--- src/rtl/ctl_pkg.sv ---
package ctl_pkg;
    localparam int DATA_W = 8;
    localparam int OFF_W  = 4;
    localparam int CNT_W  = 2 * DATA_W;

    // command bits
    localparam int CB_STOP = 0;
    localparam int CB_TX   = 2;
    localparam int CB_RRD  = 3;
    localparam int CB_RWR  = 4;

    // status bits
    localparam int SB_TXOK = 1;
    localparam int SB_RDC  = 6;
    localparam int SB_RST  = 7;

    localparam logic [DATA_W-1:0] CMD_AT_RESET  = 8'h01;
    localparam logic [DATA_W-1:0] STAT_AT_RESET = 8'h80;
    localparam logic [DATA_W-1:0] TX_DONE_CODE  = 8'h01;
    localparam logic [DATA_W-1:0] IRQ_FIELD     = 8'h7F;

    // bank 0 offsets
    localparam logic [OFF_W-1:0] B0_TXPG  = 4'h4;
    localparam logic [OFF_W-1:0] B0_TCLO  = 4'h5;
    localparam logic [OFF_W-1:0] B0_TCHI  = 4'h6;
    localparam logic [OFF_W-1:0] B0_STAT  = 4'h7;
    localparam logic [OFF_W-1:0] B0_RCLO  = 4'hA;
    localparam logic [OFF_W-1:0] B0_RCHI  = 4'hB;
    localparam logic [OFF_W-1:0] B0_MASK  = 4'hF;

    typedef enum logic [1:0] {
        BANK_CTRL = 2'd0,
        BANK_ADDR = 2'd1,
        BANK_NONE2 = 2'd2,
        BANK_NONE3 = 2'd3
    } bank_e;
endpackage

--- src/rtl/ctl_cmd.sv ---
module ctl_cmd
    import ctl_pkg::*;
(
    input  logic              clk,
    input  logic              rst,
    input  logic              cmd_we,
    input  logic              b0_we,
    input  logic [OFF_W-1:0]  b0_off,
    input  logic [DATA_W-1:0] wdata,
    output logic [DATA_W-1:0] cmd_o,
    output logic [DATA_W-1:0] tsr_o,
    output logic              tx_req_o,
    output logic [DATA_W-1:0] tx_page_o,
    output logic [CNT_W-1:0]  tx_count_o,
    output logic [CNT_W-1:0]  rcount_o,
    output logic              rdc_set_o,
    output logic              txok_set_o,
    output logic              rstdone_clr_o
);
    typedef struct packed {
        logic [DATA_W-1:0] cmd;
        logic [DATA_W-1:0] tsr;
        logic [DATA_W-1:0] tpg;
        logic [CNT_W-1:0]  tcnt;
        logic [CNT_W-1:0]  rcnt;
        logic              req;
        logic [DATA_W-1:0] req_pg;
        logic [CNT_W-1:0]  req_cnt;
    } cmd_st_t;

    cmd_st_t st_d, st_q;
    logic    go;

    always_comb begin
        go            = cmd_we && !wdata[CB_STOP];
        rstdone_clr_o = go;
        rdc_set_o     = go && (wdata[CB_RRD] || wdata[CB_RWR]) && (st_q.rcnt == '0);
        txok_set_o    = go && wdata[CB_TX];

        st_d     = st_q;
        st_d.req = 1'b0;
        if (cmd_we) begin
            st_d.cmd = wdata;
            if (go && wdata[CB_TX]) begin
                st_d.cmd[CB_TX] = 1'b0;
                st_d.tsr        = TX_DONE_CODE;
                st_d.req        = 1'b1;
                st_d.req_pg     = st_q.tpg;
                st_d.req_cnt    = st_q.tcnt;
            end
        end
        if (b0_we) begin
            unique case (b0_off)
                B0_TXPG: st_d.tpg = wdata;
                B0_TCLO: st_d.tcnt[DATA_W-1:0] = wdata;
                B0_TCHI: st_d.tcnt[CNT_W-1:DATA_W] = wdata;
                B0_RCLO: st_d.rcnt[DATA_W-1:0] = wdata;
                B0_RCHI: st_d.rcnt[CNT_W-1:DATA_W] = wdata;
                default: ;
            endcase
        end
    end

    always_ff @(posedge clk) begin
        if (rst) begin
            st_q     <= '0;
            st_q.cmd <= CMD_AT_RESET;
        end else begin
            st_q <= st_d;
        end
    end

    assign cmd_o      = st_q.cmd;
    assign tsr_o      = st_q.tsr;
    assign tx_req_o   = st_q.req;
    assign tx_page_o  = st_q.req_pg;
    assign tx_count_o = st_q.req_cnt;
    assign rcount_o   = st_q.rcnt;

    // the request lasts one cycle only
    p_tx_pulse_r7: assert property (@(posedge clk) disable iff (rst)
        st_q.req |=> !st_q.req);
    // a stored command never keeps the transmit bit next to a request
    p_tx_clears_bit_r7: assert property (@(posedge clk) disable iff (rst)
        st_q.req |-> !st_q.cmd[CB_TX]);
endmodule

--- src/rtl/ctl_irq.sv ---
module ctl_irq
    import ctl_pkg::*;
(
    input  logic              clk,
    input  logic              rst,
    input  logic              stat_we,
    input  logic              mask_we,
    input  logic [DATA_W-1:0] wdata,
    input  logic [6:0]        set_bits,
    input  logic              rstdone_clr,
    input  logic              load_reset,
    output logic [DATA_W-1:0] stat_o,
    output logic              irq_o
);
    typedef struct packed {
        logic [DATA_W-1:0] stat;
        logic [DATA_W-1:0] mask;
    } irq_st_t;

    irq_st_t st_d, st_q;

    always_comb begin
        st_d = st_q;
        if (stat_we)
            st_d.stat[6:0] = st_q.stat[6:0] & ~wdata[6:0];
        if (rstdone_clr)
            st_d.stat[SB_RST] = 1'b0;
        st_d.stat[6:0] = st_d.stat[6:0] | set_bits;
        if (mask_we)
            st_d.mask = wdata;
        if (load_reset)
            st_d.stat = STAT_AT_RESET;
    end

    always_ff @(posedge clk) begin
        if (rst) begin
            st_q.stat <= STAT_AT_RESET;
            st_q.mask <= '0;
        end else begin
            st_q <= st_d;
        end
    end

    assign stat_o = st_q.stat;
    assign irq_o  = |(st_q.stat & st_q.mask & IRQ_FIELD);

    // bits written as one are gone unless something sets them again
    p_clear_r3: assert property (@(posedge clk) disable iff (rst)
        (stat_we && !load_reset && set_bits == '0)
        |=> (st_q.stat[6:0] & $past(wdata[6:0])) == '0);
    // a status write leaves the reset-done bit alone
    p_bit7_kept_r3: assert property (@(posedge clk) disable iff (rst)
        (stat_we && !load_reset && !rstdone_clr)
        |=> st_q.stat[SB_RST] == $past(st_q.stat[SB_RST]));
    // the reset port reloads the status byte
    p_reset_port_r8: assert property (@(posedge clk) disable iff (rst)
        load_reset |=> st_q.stat == STAT_AT_RESET);
    // set events win over clears
    p_set_wins_r9: assert property (@(posedge clk) disable iff (rst)
        (set_bits != '0 && !load_reset)
        |=> (st_q.stat[6:0] & $past(set_bits)) == $past(set_bits));
endmodule

--- src/rtl/ctl_bank1.sv ---
module ctl_bank1
    import ctl_pkg::*;
#(
    parameter int STA_BYTES  = 6,
    parameter int HASH_BYTES = 8
) (
    input  logic                      clk,
    input  logic                      rst,
    input  logic                      we,
    input  logic [OFF_W-1:0]          off,
    input  logic [DATA_W-1:0]         wdata,
    input  logic                      rx_page_we,
    input  logic [DATA_W-1:0]         rx_page,
    output logic [DATA_W-1:0]         rd_byte,
    output logic [8*STA_BYTES-1:0]    sta_addr_o,
    output logic [8*HASH_BYTES-1:0]   hash_o,
    output logic [DATA_W-1:0]         cur_page_o
);
    localparam int NREG     = STA_BYTES + 1 + HASH_BYTES;
    localparam int CUR_IDX  = STA_BYTES;
    localparam int HASH_IDX = STA_BYTES + 1;

    typedef struct packed {
        logic [NREG-1:0][DATA_W-1:0] bytes;
    } b1_st_t;

    b1_st_t st_d, st_q;

    always_comb begin
        st_d    = st_q;
        rd_byte = '0;
        for (int i = 0; i < NREG; i++) begin
            if (we && off == OFF_W'(i + 1))
                st_d.bytes[i] = wdata;
            if (off == OFF_W'(i + 1))
                rd_byte = st_q.bytes[i];
        end
        if (rx_page_we)
            st_d.bytes[CUR_IDX] = rx_page;
    end

    always_ff @(posedge clk) begin
        if (rst) st_q <= '0;
        else     st_q <= st_d;
    end

    for (genvar g = 0; g < STA_BYTES; g++) begin : g_sta
        assign sta_addr_o[8*g +: 8] = st_q.bytes[g];
    end
    for (genvar h = 0; h < HASH_BYTES; h++) begin : g_hash
        assign hash_o[8*h +: 8] = st_q.bytes[HASH_IDX + h];
    end
    assign cur_page_o = st_q.bytes[CUR_IDX];

    // a receive-side page update always lands
    p_rxpage_r11: assert property (@(posedge clk) disable iff (rst)
        rx_page_we |=> cur_page_o == $past(rx_page));
endmodule

--- src/rtl/ctl_regbank.sv ---
module ctl_regbank
    import ctl_pkg::*;
#(
    parameter int STA_BYTES  = 6,
    parameter int HASH_BYTES = 8
) (
    input  logic                    clk,
    input  logic                    rst,
    input  logic [3:0]              bus_addr,
    input  logic [7:0]              bus_wdata,
    input  logic                    bus_wr,
    input  logic                    bus_rd,
    output logic [7:0]              bus_rdata,
    input  logic                    rst_port_rd,
    output logic                    irq,
    output logic                    tx_req,
    output logic [7:0]              tx_page,
    output logic [15:0]             tx_count,
    output logic [15:0]             rdma_count,
    output logic                    rdma_rd,
    output logic                    rdma_wr,
    input  logic [6:0]              evt_set,
    input  logic                    rx_page_we,
    input  logic [7:0]              rx_page,
    output logic [8*STA_BYTES-1:0]  sta_addr,
    output logic [8*HASH_BYTES-1:0] mcast_hash,
    output logic [7:0]              cur_page
);
    typedef struct packed {
        logic [DATA_W-1:0] rdata;
    } top_st_t;

    top_st_t           st_d, st_q;
    logic [DATA_W-1:0] cmd_w, tsr_w, stat_w, b1_byte;
    logic              rdc_set, txok_set, rstdone_clr;
    logic              cmd_we, b0_we, b1_we;
    bank_e             bank;
    logic [6:0]        set_all;

    always_comb begin
        bank   = bank_e'(cmd_w[7:6]);
        cmd_we = bus_wr && (bus_addr == '0);
        b0_we  = bus_wr && (bus_addr != '0) && (bank == BANK_CTRL);
        b1_we  = bus_wr && (bus_addr != '0) && (bank == BANK_ADDR);
        set_all = evt_set;
        set_all[SB_RDC]  = set_all[SB_RDC]  | rdc_set;
        set_all[SB_TXOK] = set_all[SB_TXOK] | txok_set;
    end

    ctl_cmd u_cmd (
        .clk          (clk),
        .rst          (rst),
        .cmd_we       (cmd_we),
        .b0_we        (b0_we),
        .b0_off       (bus_addr),
        .wdata        (bus_wdata),
        .cmd_o        (cmd_w),
        .tsr_o        (tsr_w),
        .tx_req_o     (tx_req),
        .tx_page_o    (tx_page),
        .tx_count_o   (tx_count),
        .rcount_o     (rdma_count),
        .rdc_set_o    (rdc_set),
        .txok_set_o   (txok_set),
        .rstdone_clr_o(rstdone_clr)
    );

    ctl_irq u_irq (
        .clk        (clk),
        .rst        (rst),
        .stat_we    (b0_we && bus_addr == B0_STAT),
        .mask_we    (b0_we && bus_addr == B0_MASK),
        .wdata      (bus_wdata),
        .set_bits   (set_all),
        .rstdone_clr(rstdone_clr),
        .load_reset (rst_port_rd),
        .stat_o     (stat_w),
        .irq_o      (irq)
    );

    ctl_bank1 #(
        .STA_BYTES (STA_BYTES),
        .HASH_BYTES(HASH_BYTES)
    ) u_bank1 (
        .clk        (clk),
        .rst        (rst),
        .we         (b1_we),
        .off        (bus_addr),
        .wdata      (bus_wdata),
        .rx_page_we (rx_page_we),
        .rx_page    (rx_page),
        .rd_byte    (b1_byte),
        .sta_addr_o (sta_addr),
        .hash_o     (mcast_hash),
        .cur_page_o (cur_page)
    );

    always_comb begin
        st_d = st_q;
        if (bus_rd) begin
            st_d.rdata = '0;
            if (bus_addr == '0) begin
                st_d.rdata = cmd_w;
            end else begin
                unique case (bank)
                    BANK_CTRL: begin
                        if (bus_addr == B0_TXPG) st_d.rdata = tsr_w;
                        if (bus_addr == B0_STAT) st_d.rdata = stat_w;
                    end
                    BANK_ADDR: st_d.rdata = b1_byte;
                    default:   st_d.rdata = '0;
                endcase
            end
        end
    end

    always_ff @(posedge clk) begin
        if (rst) st_q <= '0;
        else     st_q <= st_d;
    end

    assign bus_rdata = st_q.rdata;
    assign rdma_rd   = cmd_w[CB_RRD];
    assign rdma_wr   = cmd_w[CB_RWR];

    // read data holds between read strobes
    p_rdata_hold_r10: assert property (@(posedge clk) disable iff (rst)
        !bus_rd |=> $stable(bus_rdata));
endmodule

--- config.mk ---
export PLATFORM = sky130hd
export DESIGN_NAME = ctl_regbank
export DESIGN_NICKNAME = d
export VERILOG_FILES = /design/src/rtl/ctl_pkg.sv /design/src/rtl/ctl_cmd.sv /design/src/rtl/ctl_irq.sv /design/src/rtl/ctl_bank1.sv /design/src/rtl/ctl_regbank.sv
export SDC_FILE = /design/constraint.sdc
export NUM_CORES = 1
export LEC_CHECK = 0
export ABC_AREA = 1
export BUFFER_PORTS_ARGS = -buffer_cell sky130_fd_sc_hd__buf_4
export CAP_MARGIN = 25
export CORE_ASPECT_RATIO = 1.25
export CORE_MARGIN = 5
export CORE_UTILIZATION = 56
export CTS_BUF_LIST = sky130_fd_sc_hd__clkbuf_4 sky130_fd_sc_hd__clkbuf_8
export DETAILED_ROUTE_END_ITERATION = 6
export HOLD_SLACK_MARGIN = 0.1
export PLACE_DENSITY = 0.9
export SYNTH_ARGS = -nofsm -noshare
export SYNTH_HDL_FRONTEND = slang
export SYNTH_HIERARCHICAL = 1
export SYNTH_SLANG_ARGS = --single-unit
--- constraint.sdc ---
create_clock -name clk -period 4.6 [get_ports clk]
set_clock_uncertainty 0.15 [all_clocks]
set_input_delay 0.46 -clock clk [delete_from_list [all_inputs] [get_ports clk]]
set_output_delay 0.46 -clock clk [all_outputs]
set_load 0.01 [all_outputs]
==> impl_table.tex <==
\begin{tabular}{lr}
\hline
Metric & Value \\
\hline
\multicolumn{2}{l}{\textbf{Critical path}} \\
Nature of the critical path endpoint & register \\
Critical path's largest stage delay & around 0.49 ns \\
Crit start category & input pin \\
Required time at the endpoint of the critical path & between 4 and 5 ns \\
Critical path's slowest cell & sky130\_fd\_sc\_hd\_\_buf\_4 \\
Category of the most critical setup path & in -> reg \\
Delay-heaviest family, CP & buffers and inverters \\
Total stage count of the critical path & 10 \\
Worst Reg2Reg Path Length in Cells & 7 \\
Arrival time worst endpoint & between 2 and 3 ns \\
Cell breakdown of the critical path & buf\_4, inv\_1, nand3\_4, inv\_1, nor3\_2, buf\_4, buf\_4, nand2\_1, nor2\_1, a211oi\_1 \\
Buf+Inv Stages, Crit Path & 5 \\
Maximum fanout encountered on the critical timing path & 54 \\
Most prevalent standard cell on the critical path & sky130\_fd\_sc\_hd\_\_buf\_4 \\
\multicolumn{2}{l}{\textbf{Clock network}} \\
Clock-pin slew of the registers on the worst-case setup and hold paths & roughly 0.060 ns \\
Post-cts repair resize count & 0 \\
Library cell used as clock root buffer & sky130\_fd\_sc\_hd\_\_clkbuf\_8 \\
Clock buffers created by TritonCTS & 34 \\
Maximum count of clock buffers along a single path & 3 \\
Clock sink total & approximately 220 \\
Post-CTS setup buffers & 0 \\
Clock latency on the worst-skew pair & 0.52 ns \\
Hold Buf Count CTS & 14 \\
\# H-tree levels & 2 \\
CTS tree & built \\
\multicolumn{2}{l}{\textbf{Synth}} \\
Largest cells by area after synthesis & sky130\_fd\_sc\_hd\_\_dfxtp\_1 (42\%), sky130\_fd\_sc\_hd\_\_nand2\_1 (16\%), sky130\_fd\_sc\_hd\_\_nand3\_1 (7.1\%), sky130\_fd\_sc\_hd\_\_a21oi\_1 (7.0\%), sky130\_fd\_sc\_hd\_\_nor2\_1 (5.7\%) \\
Post-synthesis instance area & 10300 µm² \\
Yosys top cell area share & between 40\% and 50\% \\
Register bit count reported by yosys & 217 \\
Share of synthesized flip-flops with an asynchronous set or reset & 0\% \\
Most common cell in the netlist & sky130\_fd\_sc\_hd\_\_nand2\_1 \\
Part of the Yosys area used for sequential elements & 42.3\% \\
Predominant post-synthesis flop cell & sky130\_fd\_sc\_hd\_\_dfxtp\_1 \\
Synth cell count leaders & sky130\_fd\_sc\_hd\_\_nand2\_1 (424), sky130\_fd\_sc\_hd\_\_dfxtp\_1 (217), sky130\_fd\_sc\_hd\_\_nor2\_1 (156) \\
Number of synthesized flops with an enable pin & 0 \\
Dominant cell type by area after synthesis & sky130\_fd\_sc\_hd\_\_dfxtp\_1 \\
Count of warnings emitted by yosys & 6 \\
Number of cells produced by synthesis & between 1000 and 1500 \\
Post-synthesis average cell area & $\sim$7 µm² \\
Count of different cell masters after synthesis & 34 \\
\multicolumn{2}{l}{\textbf{STA}} \\
Tmin final & between 2 and 3 ns \\
Final worst path period share & a little under 60\% \\
Max Clk Rate & 370 MHz \\
Slew @ Worst Pin & roughly 1.0 ns \\
Sum of negative setup slack & 0 ns \\
Unrepaired setup endpoints after global routing & no \\
Number of max-slew violations in the final report & 0 \\
Slew Limit Headroom & a little under a third \\
Worst Setup Slack, final & between 1.5 and 2 ns \\
Final-report hold violation count & 0 \\
Setup violation total in the final timing report & 0 \\
\multicolumn{2}{l}{\textbf{Min path}} \\
Hold Crit Class & in -> reg \\
Count of cells along the worst hold path & 3 \\
\multicolumn{2}{l}{\textbf{Floorplanning}} \\
Initial cell density of the core & 56.7\% \\
Die Span X & 131 µm \\
Floorplan Core Area & 18100 µm² \\
I/O pins & 205 \\
Die H & around 160 µm \\
Die Footprint & between 20000 and 25000 µm² \\
Number of rows created at floorplan & 55 \\
\multicolumn{2}{l}{\textbf{Route}} \\
First-pass iteration count of the detailed router & 7 \\
Remaining antenna violation count & 0 \\
Total routed wirelength & between 30 and 40 mm \\
Drt wl/cell & 17.1 µm \\
Total via count in the routed design & between 10000 and 15000 \\
Total DRC errors in the routed layout & 0 \\
Detail-routed via count per cell & 5.61 \\
Detailed Route Iter0 Violations & roughly 1500 \\
\multicolumn{2}{l}{\textbf{Power}} \\
Proportion of power drawn by the clock network & 43.4\% \\
Power share of the sequential group & approximately 50\% \\
Static Leak & 5.08 nW \\
Worst IR Drop VDD & approximately 0.00024 V \\
Power Dens Cells & roughly 320 nW/µm² \\
Switching Power & 0.984 mW \\
Proportion of power drawn by combinational gates & 7.5\% \\
Switching Share & approximately 25\% \\
Cell Int Power & roughly 3 mW \\
\multicolumn{2}{l}{\textbf{Final layout}} \\
Net count, final & approximately 1600 \\
Post-synthesis to final-layout area growth & 18.6\% \\
Filler Cell Count & between 1500 and 2000 \\
Ratio of cells with drive above 1 in the final layout & around 21\% \\
Non-filler instance count after layout & approximately 1900 \\
Number of diodes & 0 \\
\multicolumn{2}{l}{\textbf{Placement}} \\
Placement-stage worst setup slack & between 1.5 and 2 ns \\
Detailed-placement wirelength estimate & 21.3 mm \\
Weighted congestion reported at the end of routability-driven placement & 0.940 \\
Cell Count Post-Placement & 1781 \\
I/O Buffers & 204 \\
\multicolumn{2}{l}{\textbf{Global route}} \\
Vias in the first global route & about 10000 \\
Total global routing overflow & 0 \\
Number of antenna violations at the first check in global routing & 0 \\
Wire length of the first global-routing pass & between 40 and 50 mm \\
Pin count of the biggest net entering global routing & 90 \\
GR Util All Layers & 29.0\% \\
\multicolumn{2}{l}{\textbf{Status}} \\
Outcome & complete, no violations \\
\multicolumn{2}{l}{\textbf{Run}} \\
Max\_cap viols & 0 \\
\hline
\end{tabular}
## power by group through the flow
stage               sequential [mW]  combinational [mW]  clock, mW
global placement               1.96               0.268          0
floorplan                      1.95               0.182          0
detailed placement             1.96               0.272          0
finish                         1.92               0.291       1.69
CTS                            1.92               0.283       1.70
global route                   1.92               0.313       1.79
## cells in the final DEF, fill, tap and decap left out, drive strengths merged, types with 14 or more instances in the layout
cell type / instances
a211oi: 25
a21oi: 144
buf: 213
clkbuf: 49
dfxtp: 217
dlygate4sd3: 14
inv: 103
nand2: 433
nand3: 150
nand4: 37
nor2: 179
o21ai: 24
## layer usage
layer | GRT usage (%) | wire, µm
met1 | 35.3 | 11600
met2 | 46.8 | 15000
met3 | 6.32 | 3410
met4 | 15.9 | 1760
met5 | 0 | 0
## layout make-up
type / instances / area, µm² / area share [%]
Timing Repair Buffer: 227 / 1750 / 14.4
Tap cell: 228 / 285 / 2.34
Clock buffer: 49 / 624 / 5.13
Sequential cell: 217 / 4340 / 35.7
Multi-Input combinational cell: 1019 / 4710 / 38.7
Inverter: 105 / 394 / 3.24
Clock inverter: 8 / 67.6 / 0.555
## stage by stage
stage / utilization [%] / power, mW / instance area [µm²] / hold WS, ns
3_3_place_gp: 62.6 / 2.22 / 11300 / 0.296
2_1_floorplan: - / 2.14 / 10300 / 0.281
4_1_cts: 67.2 / 3.90 / 12200 / 0.103
6_report: 67.2 / 3.90 / 12200 / 0.119
3_5_place_dp: 62.6 / 2.23 / 11300 / 0.296
5_1_grt: 67.2 / 4.02 / 12200 / 0.120
## tightest hold or removal path, delay by kind of cell
kind | cells | cell delay, ns
buffers and inverters | 1 | 0.14
AND/OR/NAND/NOR | 1 | 0.06
AO/OA/AOI/OAI | 1 | 0.07
## worst paths after layout
| path | startpoint | end | slack, ns |
|---|---|---|---|
| setup / recovery | bus_addr[3] | u_bank1/hash_o[10]$_SDFFE_PP0P_ | 1.90 |
| hold / removal | rx_page_we | u_bank1/cur_page_o[2]$_SDFFE_PP0P_ | 0.12 |
| setup reg to reg | u_cmd/cmd_o[6]$_SDFFE_PP0P_ | u_bank1/hash_o[10]$_SDFFE_PP0P_ | 1.92 |
| hold reg to reg | u_cmd/tx_count_o[13]$_SDFFE_PP0P_ | u_cmd/tx_count_o[13]$_SDFFE_PP0P_ | 0.31 |
## flip-flops by register name, indices dropped and copies added (netlist names)
register / flops
u_cmd/st_q: 24
u_cmd/rcount_o: 16
bus_rdata: 8
u_bank1/sta_addr_o: 48
u_cmd/tx_page_o: 8
u_cmd/tx_count_o: 16
u_cmd/tsr_o: 1
u_cmd/cmd_o: 8
u_cmd/tx_req_o: 1
u_irq/stat_o: 8
u_bank1/hash_o: 64
u_irq/st_q: 7
u_bank1/cur_page_o: 8
## cell families after synthesis
logic type / synth area share [%]
and+or+nand+nor: 34.5
other: 0.0365
DFF: 42.3
buffers and inverters: 12.1
AOI/OAI and AO/OA: 11.0
No activity file was read; power rests on OpenSTA's default activity.
